==> config.mk <==
export PLATFORM = sky130hd
export DESIGN_NAME = serial_rx_brk
export DESIGN_NICKNAME = d
export VERILOG_FILES = /design/src/rtl/rxb_pkg.sv /design/src/rtl/rxb_baud.sv /design/src/rtl/rxb_frame.sv /design/src/rtl/rxb_status.sv /design/src/rtl/serial_rx_brk.sv
export SDC_FILE = /design/constraint.sdc
export NUM_CORES = 1
export LEC_CHECK = 0
export ABC_CLOCK_PERIOD_IN_PS = 2550
export BUFFER_PORTS_ARGS = -buffer_cell sky130_fd_sc_hd__clkbuf_2
export CORE_MARGIN = 8
export CORE_UTILIZATION = 45
export DETAILED_ROUTE_END_ITERATION = 8
export PLACE_DENSITY = 0.75
export SLEW_MARGIN = 40
export SYNTH_ARGS = -nofsm -noshare
export SYNTH_HDL_FRONTEND = slang
export SYNTH_SLANG_ARGS = --single-unit
==> constraint.sdc <==
create_clock -name clk -period 2.55 [get_ports clk]
set_clock_uncertainty 0.2 [all_clocks]
set_input_delay 0.255 -clock clk [delete_from_list [all_inputs] [get_ports clk]]
set_output_delay 0.255 -clock clk [all_outputs]
set_load 0.02 [all_outputs]
==> src/rtl/rxb_pkg.sv <==
package rxb_pkg;

  localparam int RXB_DMAX = 8;

  typedef enum logic [1:0] {
    PAR_OFF  = 2'd0,
    PAR_EVEN = 2'd1,
    PAR_ODD  = 2'd2,
    PAR_OFF2 = 2'd3
  } par_mode_e;

  typedef enum logic [1:0] {
    FS_IDLE,
    FS_START,
    FS_BITS,
    FS_WAITHI
  } fstate_e;

  // number of data bits selected by a length code
  function automatic int unsigned len_of(input logic [1:0] code);
    return 32'd5 + 32'(code);
  endfunction

  function automatic logic par_on(input logic [1:0] m);
    return (m == PAR_EVEN) || (m == PAR_ODD);
  endfunction

  // 1 when the received parity bit does not match the mode
  function automatic logic par_bad(input logic [RXB_DMAX-1:0] d,
                                   input logic pbit,
                                   input logic [1:0] m);
    logic ones;
    ones = (^d) ^ pbit;
    if (m == PAR_EVEN) return ones;
    if (m == PAR_ODD)  return ~ones;
    return 1'b0;
  endfunction

endpackage

==> src/rtl/rxb_baud.sv <==
module rxb_baud #(
  parameter int DIV_W = 8
) (
  input  logic             clk,
  input  logic             rst_n,
  input  logic [DIV_W-1:0] div,
  output logic             tick
);

  logic [DIV_W-1:0] cnt;

  assign tick = (cnt >= div);

  always_ff @(posedge clk or negedge rst_n) begin
    if (!rst_n) begin
      cnt <= '0;
    end else if (tick) begin
      cnt <= '0;
    end else begin
      cnt <= cnt + 1'b1;
    end
  end

endmodule

==> src/rtl/rxb_frame.sv <==
module rxb_frame
  import rxb_pkg::*;
#(
  parameter int OS = 16
) (
  input  logic                clk,
  input  logic                rst_n,
  input  logic                tick,
  input  logic                rxd_raw,
  input  logic [1:0]          cfg_len,
  input  logic [1:0]          cfg_par,
  output logic                done,
  output logic [RXB_DMAX-1:0] word_data,
  output logic                word_pbad,
  output logic                word_stop,
  output logic                cip,
  output logic                line_hi,
  output logic                start_ok,
  output logic                glitch
);

  localparam int PH_W = $clog2(OS);
  localparam int BC_W = $clog2(RXB_DMAX + 3);
  localparam int IX_W = $clog2(RXB_DMAX);
  localparam logic [PH_W-1:0] PH_MID  = PH_W'(OS / 2 - 1);
  localparam logic [PH_W-1:0] PH_LAST = PH_W'(OS - 1);

  logic                sync1, sync2, rxd;
  fstate_e             state;
  logic [PH_W-1:0]     ph;
  logic [BC_W-1:0]     bc;
  logic [BC_W-1:0]     nlen;
  logic [1:0]          len_q;
  logic [1:0]          par_q;
  logic [RXB_DMAX-1:0] data;
  logic                pbit;

  assign rxd  = sync2;
  assign nlen = BC_W'(len_of(len_q));

  assign start_ok = tick && (state == FS_START) && (ph == PH_MID) && !rxd;
  assign glitch   = tick && (state == FS_START) && (ph == PH_MID) && rxd;
  assign line_hi  = tick && (state == FS_WAITHI) && rxd;

  always_ff @(posedge clk or negedge rst_n) begin
    if (!rst_n) begin
      sync1 <= 1'b1;
      sync2 <= 1'b1;
    end else begin
      sync1 <= rxd_raw;
      sync2 <= sync1;
    end
  end

  always_ff @(posedge clk or negedge rst_n) begin
    if (!rst_n) begin
      state     <= FS_IDLE;
      ph        <= '0;
      bc        <= '0;
      len_q     <= '0;
      par_q     <= '0;
      data      <= '0;
      pbit      <= 1'b0;
      cip       <= 1'b0;
      done      <= 1'b0;
      word_data <= '0;
      word_pbad <= 1'b0;
      word_stop <= 1'b1;
    end else begin
      done <= 1'b0;
      if (tick) begin
        case (state)
          FS_IDLE: begin
            if (!rxd) begin
              state <= FS_START;
              ph    <= '0;
            end
          end
          FS_START: begin
            if (ph == PH_MID) begin
              ph <= '0;
              if (!rxd) begin
                state <= FS_BITS;
                bc    <= '0;
                cip   <= 1'b1;
                len_q <= cfg_len;
                par_q <= cfg_par;
                data  <= '0;
                pbit  <= 1'b0;
              end else begin
                state <= FS_IDLE;
              end
            end else begin
              ph <= ph + 1'b1;
            end
          end
          FS_BITS: begin
            if (ph == PH_LAST) begin
              ph <= '0;
              bc <= bc + 1'b1;
              if (bc < nlen) begin
                data[bc[IX_W-1:0]] <= rxd;
              end else if (par_on(par_q) && (bc == nlen)) begin
                pbit <= rxd;
              end else begin
                done      <= 1'b1;
                word_data <= data;
                word_pbad <= par_bad(data, pbit, par_q);
                word_stop <= rxd;
                cip       <= 1'b0;
                state     <= rxd ? FS_IDLE : FS_WAITHI;
              end
            end else begin
              ph <= ph + 1'b1;
            end
          end
          default: begin
            if (rxd) state <= FS_IDLE;
          end
        endcase
      end
    end
  end

endmodule

==> src/rtl/rxb_status.sv <==
module rxb_status
  import rxb_pkg::*;
(
  input  logic                clk,
  input  logic                rst_n,
  input  logic                done,
  input  logic [RXB_DMAX-1:0] word_data,
  input  logic                word_pbad,
  input  logic                word_stop,
  input  logic                line_hi,
  input  logic                stat_rd,
  output logic [RXB_DMAX-1:0] rx_data,
  output logic                st_full,
  output logic                st_perr,
  output logic                st_ferr,
  output logic                st_brk,
  output logic                st_ovr,
  output logic                irq_data,
  output logic                irq_err,
  output logic                irq_eob,
  output logic                buf_load,
  output logic                word_brk
);

  logic full_eff, ovr_hit, brk_ack, brk_end, brk_clear, word_ferr;

  assign word_brk  = done && !word_stop && (word_data == '0);
  assign word_ferr = !word_stop && (word_data != '0);
  assign full_eff  = st_full && !stat_rd;
  assign buf_load  = done && !full_eff;
  assign ovr_hit   = done && full_eff;
  assign brk_clear = st_brk && (brk_ack || stat_rd) && (brk_end || line_hi)
                     && !(buf_load && word_brk);

  always_ff @(posedge clk or negedge rst_n) begin
    if (!rst_n) begin
      rx_data  <= '0;
      st_full  <= 1'b0;
      st_perr  <= 1'b0;
      st_ferr  <= 1'b0;
      st_ovr   <= 1'b0;
      irq_data <= 1'b0;
      irq_err  <= 1'b0;
    end else begin
      irq_data <= 1'b0;
      irq_err  <= 1'b0;
      if (stat_rd) begin
        st_full <= 1'b0;
        st_ovr  <= 1'b0;
      end
      if (buf_load) begin
        rx_data  <= word_data;
        st_full  <= 1'b1;
        st_perr  <= word_pbad && !word_brk;
        st_ferr  <= word_ferr;
        irq_data <= !word_brk;
        irq_err  <= word_brk || word_ferr || word_pbad;
      end
      if (ovr_hit) begin
        st_ovr  <= 1'b1;
        irq_err <= 1'b1;
      end
    end
  end

  always_ff @(posedge clk or negedge rst_n) begin
    if (!rst_n) begin
      st_brk  <= 1'b0;
      brk_ack <= 1'b0;
      brk_end <= 1'b0;
      irq_eob <= 1'b0;
    end else begin
      irq_eob <= 1'b0;
      if (buf_load && word_brk) begin
        st_brk  <= 1'b1;
        brk_ack <= 1'b0;
        brk_end <= line_hi;
      end else if (brk_clear) begin
        st_brk  <= 1'b0;
        brk_ack <= 1'b0;
        brk_end <= 1'b0;
        irq_eob <= 1'b1;
      end else if (st_brk) begin
        if (stat_rd) brk_ack <= 1'b1;
        if (line_hi) brk_end <= 1'b1;
      end
    end
  end

endmodule

==> src/rtl/serial_rx_brk.sv <==
module serial_rx_brk
  import rxb_pkg::*;
#(
  parameter int DIV_W = 8,
  parameter int OS    = 16
) (
  input  logic                clk,
  input  logic                rst_n,
  input  logic [DIV_W-1:0]    baud_div,
  input  logic                rxd,
  input  logic [1:0]          cfg_len,
  input  logic [1:0]          cfg_par,
  input  logic                stat_rd,
  output logic [RXB_DMAX-1:0] rx_data,
  output logic                st_full,
  output logic                st_perr,
  output logic                st_ferr,
  output logic                st_brk,
  output logic                st_cip,
  output logic                st_ovr,
  output logic                irq_data,
  output logic                irq_err,
  output logic                irq_eob
);

  logic                tick;
  logic                done;
  logic [RXB_DMAX-1:0] word_data;
  logic                word_pbad;
  logic                word_stop;
  logic                line_hi;
  logic                start_ok;
  logic                glitch;
  logic                buf_load;
  logic                word_brk;

  rxb_baud #(.DIV_W(DIV_W)) u_baud (
    .clk  (clk),
    .rst_n(rst_n),
    .div  (baud_div),
    .tick (tick)
  );

  rxb_frame #(.OS(OS)) u_frame (
    .clk      (clk),
    .rst_n    (rst_n),
    .tick     (tick),
    .rxd_raw  (rxd),
    .cfg_len  (cfg_len),
    .cfg_par  (cfg_par),
    .done     (done),
    .word_data(word_data),
    .word_pbad(word_pbad),
    .word_stop(word_stop),
    .cip      (st_cip),
    .line_hi  (line_hi),
    .start_ok (start_ok),
    .glitch   (glitch)
  );

  rxb_status u_status (
    .clk      (clk),
    .rst_n    (rst_n),
    .done     (done),
    .word_data(word_data),
    .word_pbad(word_pbad),
    .word_stop(word_stop),
    .line_hi  (line_hi),
    .stat_rd  (stat_rd),
    .rx_data  (rx_data),
    .st_full  (st_full),
    .st_perr  (st_perr),
    .st_ferr  (st_ferr),
    .st_brk   (st_brk),
    .st_ovr   (st_ovr),
    .irq_data (irq_data),
    .irq_err  (irq_err),
    .irq_eob  (irq_eob),
    .buf_load (buf_load),
    .word_brk (word_brk)
  );

endmodule

==> results.json <==
{
  "layout_commonest_cell": "dfrtp_1",
  "critical_path_buf_inv_count": 2,
  "syn2layout_area_growth_pct": 23.3,
  "synth_async_sr_flop_share_pct": 100,
  "status": "finished, violations left",
  "internal_power_w": 0.00220,
  "post_drt_wl_per_cell_um": 14.8,
  "final_max_slew_viol_count": 0,
  "fmax_ghz": 0.392,
  "ir_drop_mv": 0.445,
  "slowest_delay_ns": 0.38,
  "layout-drive-gt1-share_pct": 30.4,
  "synth_seq_cells": 63,
  "cts_tree": "built",
  "cts_max_level": 3,
  "worstSkewPairLatency_ns": 0.34,
  "wl_met3_um": 268,
  "pre_cts_slack_ns": -0.0307,
  "maxCapViolCount": 0,
  "slowest_stage": "dfrtp_1",
  "crit_arrival_ns": 2.58,
  "drt-met1-wl_um": 3340,
  "syn_area_per_cell_um2": 10.8,
  "p_seq_share_pct": 37.3,
  "coreArea_um2": 7290,
  "hp-class": "register to register",
  "drt_iter0_markers": 173,
  "total_power_w": 0.00352,
  "p_sw_w": 0.00132,
  "crit_chain": "ha_1 -> inv_2 -> ha_4 -> nor2b_4 -> o21a_1 -> o21ai_4 -> and2_4 -> nor4_4 -> buf_4 -> mux2_4",
  "synthCells": 316,
  "diodes": 0,
  "yosysTopAreaCell": "dfrtp_1",
  "clockPowerShare_pct": 23.7,
  "ant_nets": 0,
  "num_rows": 31,
  "die_w_um": 103,
  "vias": 2585,
  "ys_warn_count": 0,
  "critPathMaxFanout": 5,
  "fill_cells": 627,
  "dieHeight_um": 103,
  "crit_path_end_kind": "register",
  "synth_area_leaders": "dfrtp_1, ha_1, mux2_2, o21ai_0, inv_1",
  "die-area_um2": 10600,
  "syn_area_um2": 3410,
  "start_util_pct": 46.7,
  "cts_sinks": 63,
  "synth_fp_nets": 355,
  "cts_root_buf": "clkbuf_8",
  "switching_share_pct": 37.5,
  "synth_top_flop_cell": "dfrtp_1",
  "rsz0062_at_grt": "yes",
  "layout_common_cells": "dfrtp_1, clkbuf_2, inv_1, ha_1, buf_4",
  "fin_crit_sh_pct": 100,
  "numCtsBuffers": 9,
  "p_per_area_nw_per_um2": 837,
  "antenna_found_initial": 0,
  "setup_slack_ns": -0.00344,
  "detailed_place_hpwl_um": 5110,
  "first_global_vias": 2587,
  "p_leak_nw": 2.02,
  "drt_wl_total_um": 7170,
  "overflow": 0,
  "drc": 0,
  "grt_max_degree": 30,
  "dr_wl_met2_um": 3430,
  "clkTransAtPathRegs_ns": 0.07,
  "grt_usage_pct": 14.2,
  "start_kind": "register",
  "ys_types": 58,
  "synth_edf_count": 0,
  "setup_viol": 1,
  "highest-signal-layer": "met4",
  "hold_viol": 0,
  "crit_type": "register to register",
  "grt_pass1_wl_um": 11800,
  "firstDrtPassIters": 4,
  "yosys.area.top_type_share_pct": 44.1,
  "num_io_pins": 33,
  "gp_congestion": 0.831,
  "viasPerCell": 5.34,
  "cts_buffer_depth": 2,
  "tightest_slew_ns": 0.702,
  "ys_seq_area_share_pct": 46.4,
  "required_ns": 2.58,
  "period_needed_ns": 2.55,
  "cp_top_family": "adder cells",
  "io_buffers": 32,
  "power_frac_comb_pct": 38.9,
  "violations": "negative setup slack",
  "nets": 419,
  "slew_headroom_pct": 53.2
}
==> power groups by stage <==
stage	clock network, W	registers, W	logic, W
after global routing	0.000897	0.00133	0.00154
after CTS	0.000850	0.00131	0.00129
final	0.000835	0.00131	0.00137
after global placement	0	0.00132	0.00120
after detailed placement	0	0.00132	0.00125
after floorplan	0	0.00132	0.000873
==> per-layer routing <==
layer	track usage, %	vias up
li1	-	1273
met2	23.2	46
met3	3.92	12
met1	17.5	1254
met4	5.45	0
met5	0	-
==> sequential cells by signal, summed over array words and instances (netlist names), 2 cells and up <==
signal,flops
u_frame.len_q,2
u_frame.par_q,2
u_status.rx_data,8
u_frame.data,8
u_frame.word_data,8
u_frame.ph,4
u_baud.cnt,8
u_frame.bc,4
u_frame.state,2
==> synth_stat cells, types with 3 or more instances <==
master / n
or4_1: 3
a21oi_1: 7
mux2_2: 10
nand3b_1: 3
mux2_4: 4
o211ai_1: 6
nand3_1: 12
inv_1: 24
xor2_1: 6
nor2_1: 17
nor2b_1: 7
o21ai_0: 18
a31oi_1: 5
xnor2_1: 8
nand2_1: 20
nand2b_1: 3
and2_1: 4
clkbuf_1: 6
and3_1: 3
o211ai_2: 3
buf_2: 3
mux2_1: 8
dfstp_2: 3
ha_1: 23
a221o_1: 4
dfrtp_1: 60
a211oi_1: 3
==> kinds of logic after synthesis <==
group | synth area share, %
and+or+nand+nor | 13.2
AOI/OAI and AO/OA | 15.9
DFF | 46.4
buffers and inverters | 4.18
muxes | 8.30
adders and majority gates | 8.44
xor gates and xnor gates | 3.60
==> area by class of cell <==
type,instances,area [um^2],area share (%)
Inverter,24,90.1,2.14
Clock inverter,6,61.3,1.46
Tap cell,99,124,2.95
Clock buffer,10,128,3.04
Timing Repair Buffer,64,429,10.2
Multi-Input combinational cell,218,1790,42.6
Sequential cell,63,1580,37.6
==> per-stage QoR <==
step	area (um^2)	setup TNS [ns]	hold slack, ns	cells	util [%]
2_1_floorplan	3410	0	-0.241	316	-
3_3_place_gp	3770	0	0.130	454	51.8
3_5_place_dp	3770	-0.182	0.135	454	51.8
4_1_cts	4090	-0.0701	0.156	480	56.1
5_1_grt	4200	-1.13	0.159	484	57.6
6_report	4200	-0.00344	0.155	484	57.6
==> worst paths after layout <==
kind / start / end / slack [ns] / cells past startpoint
worst max-delay path: u_frame.len_q[0]$_DFFE_PN0P_ / u_frame.word_data[6]$_DFFE_PN0P_ / -0.003 / 10
worst min-delay path: u_frame.sync1$_DFF_PN1_ / u_frame.rxd$_DFF_PN1_ / 0.16 / 0
worst max register to register: u_frame.len_q[0]$_DFFE_PN0P_ / u_frame.word_data[6]$_DFFE_PN0P_ / -0.003 / 10
worst min register to register: u_frame.sync1$_DFF_PN1_ / u_frame.rxd$_DFF_PN1_ / 0.16 / 0
max in group asynchronous: rst_n / u_frame.rxd$_DFF_PN1_ / 1.09 / 3
min in group asynchronous: rst_n / u_status.rx_data[3]$_DFFE_PN0P_ / 0.28 / 2
==> timing repair <==
| item | in CTS | in global routing |
|---|---|---|
| gates cloned | 1 | 0 |
| pin swaps | 0 | 2 |
| hold endpoints to repair | 33 | 0 |
| setup endpoints to repair | 8 | 26 |
| gates resized for setup | 6 | 19 |
| buffers inserted | 2 | 4 |
| hold buffers | 7 | 0 |
Power figures use the tool's default switching activity.
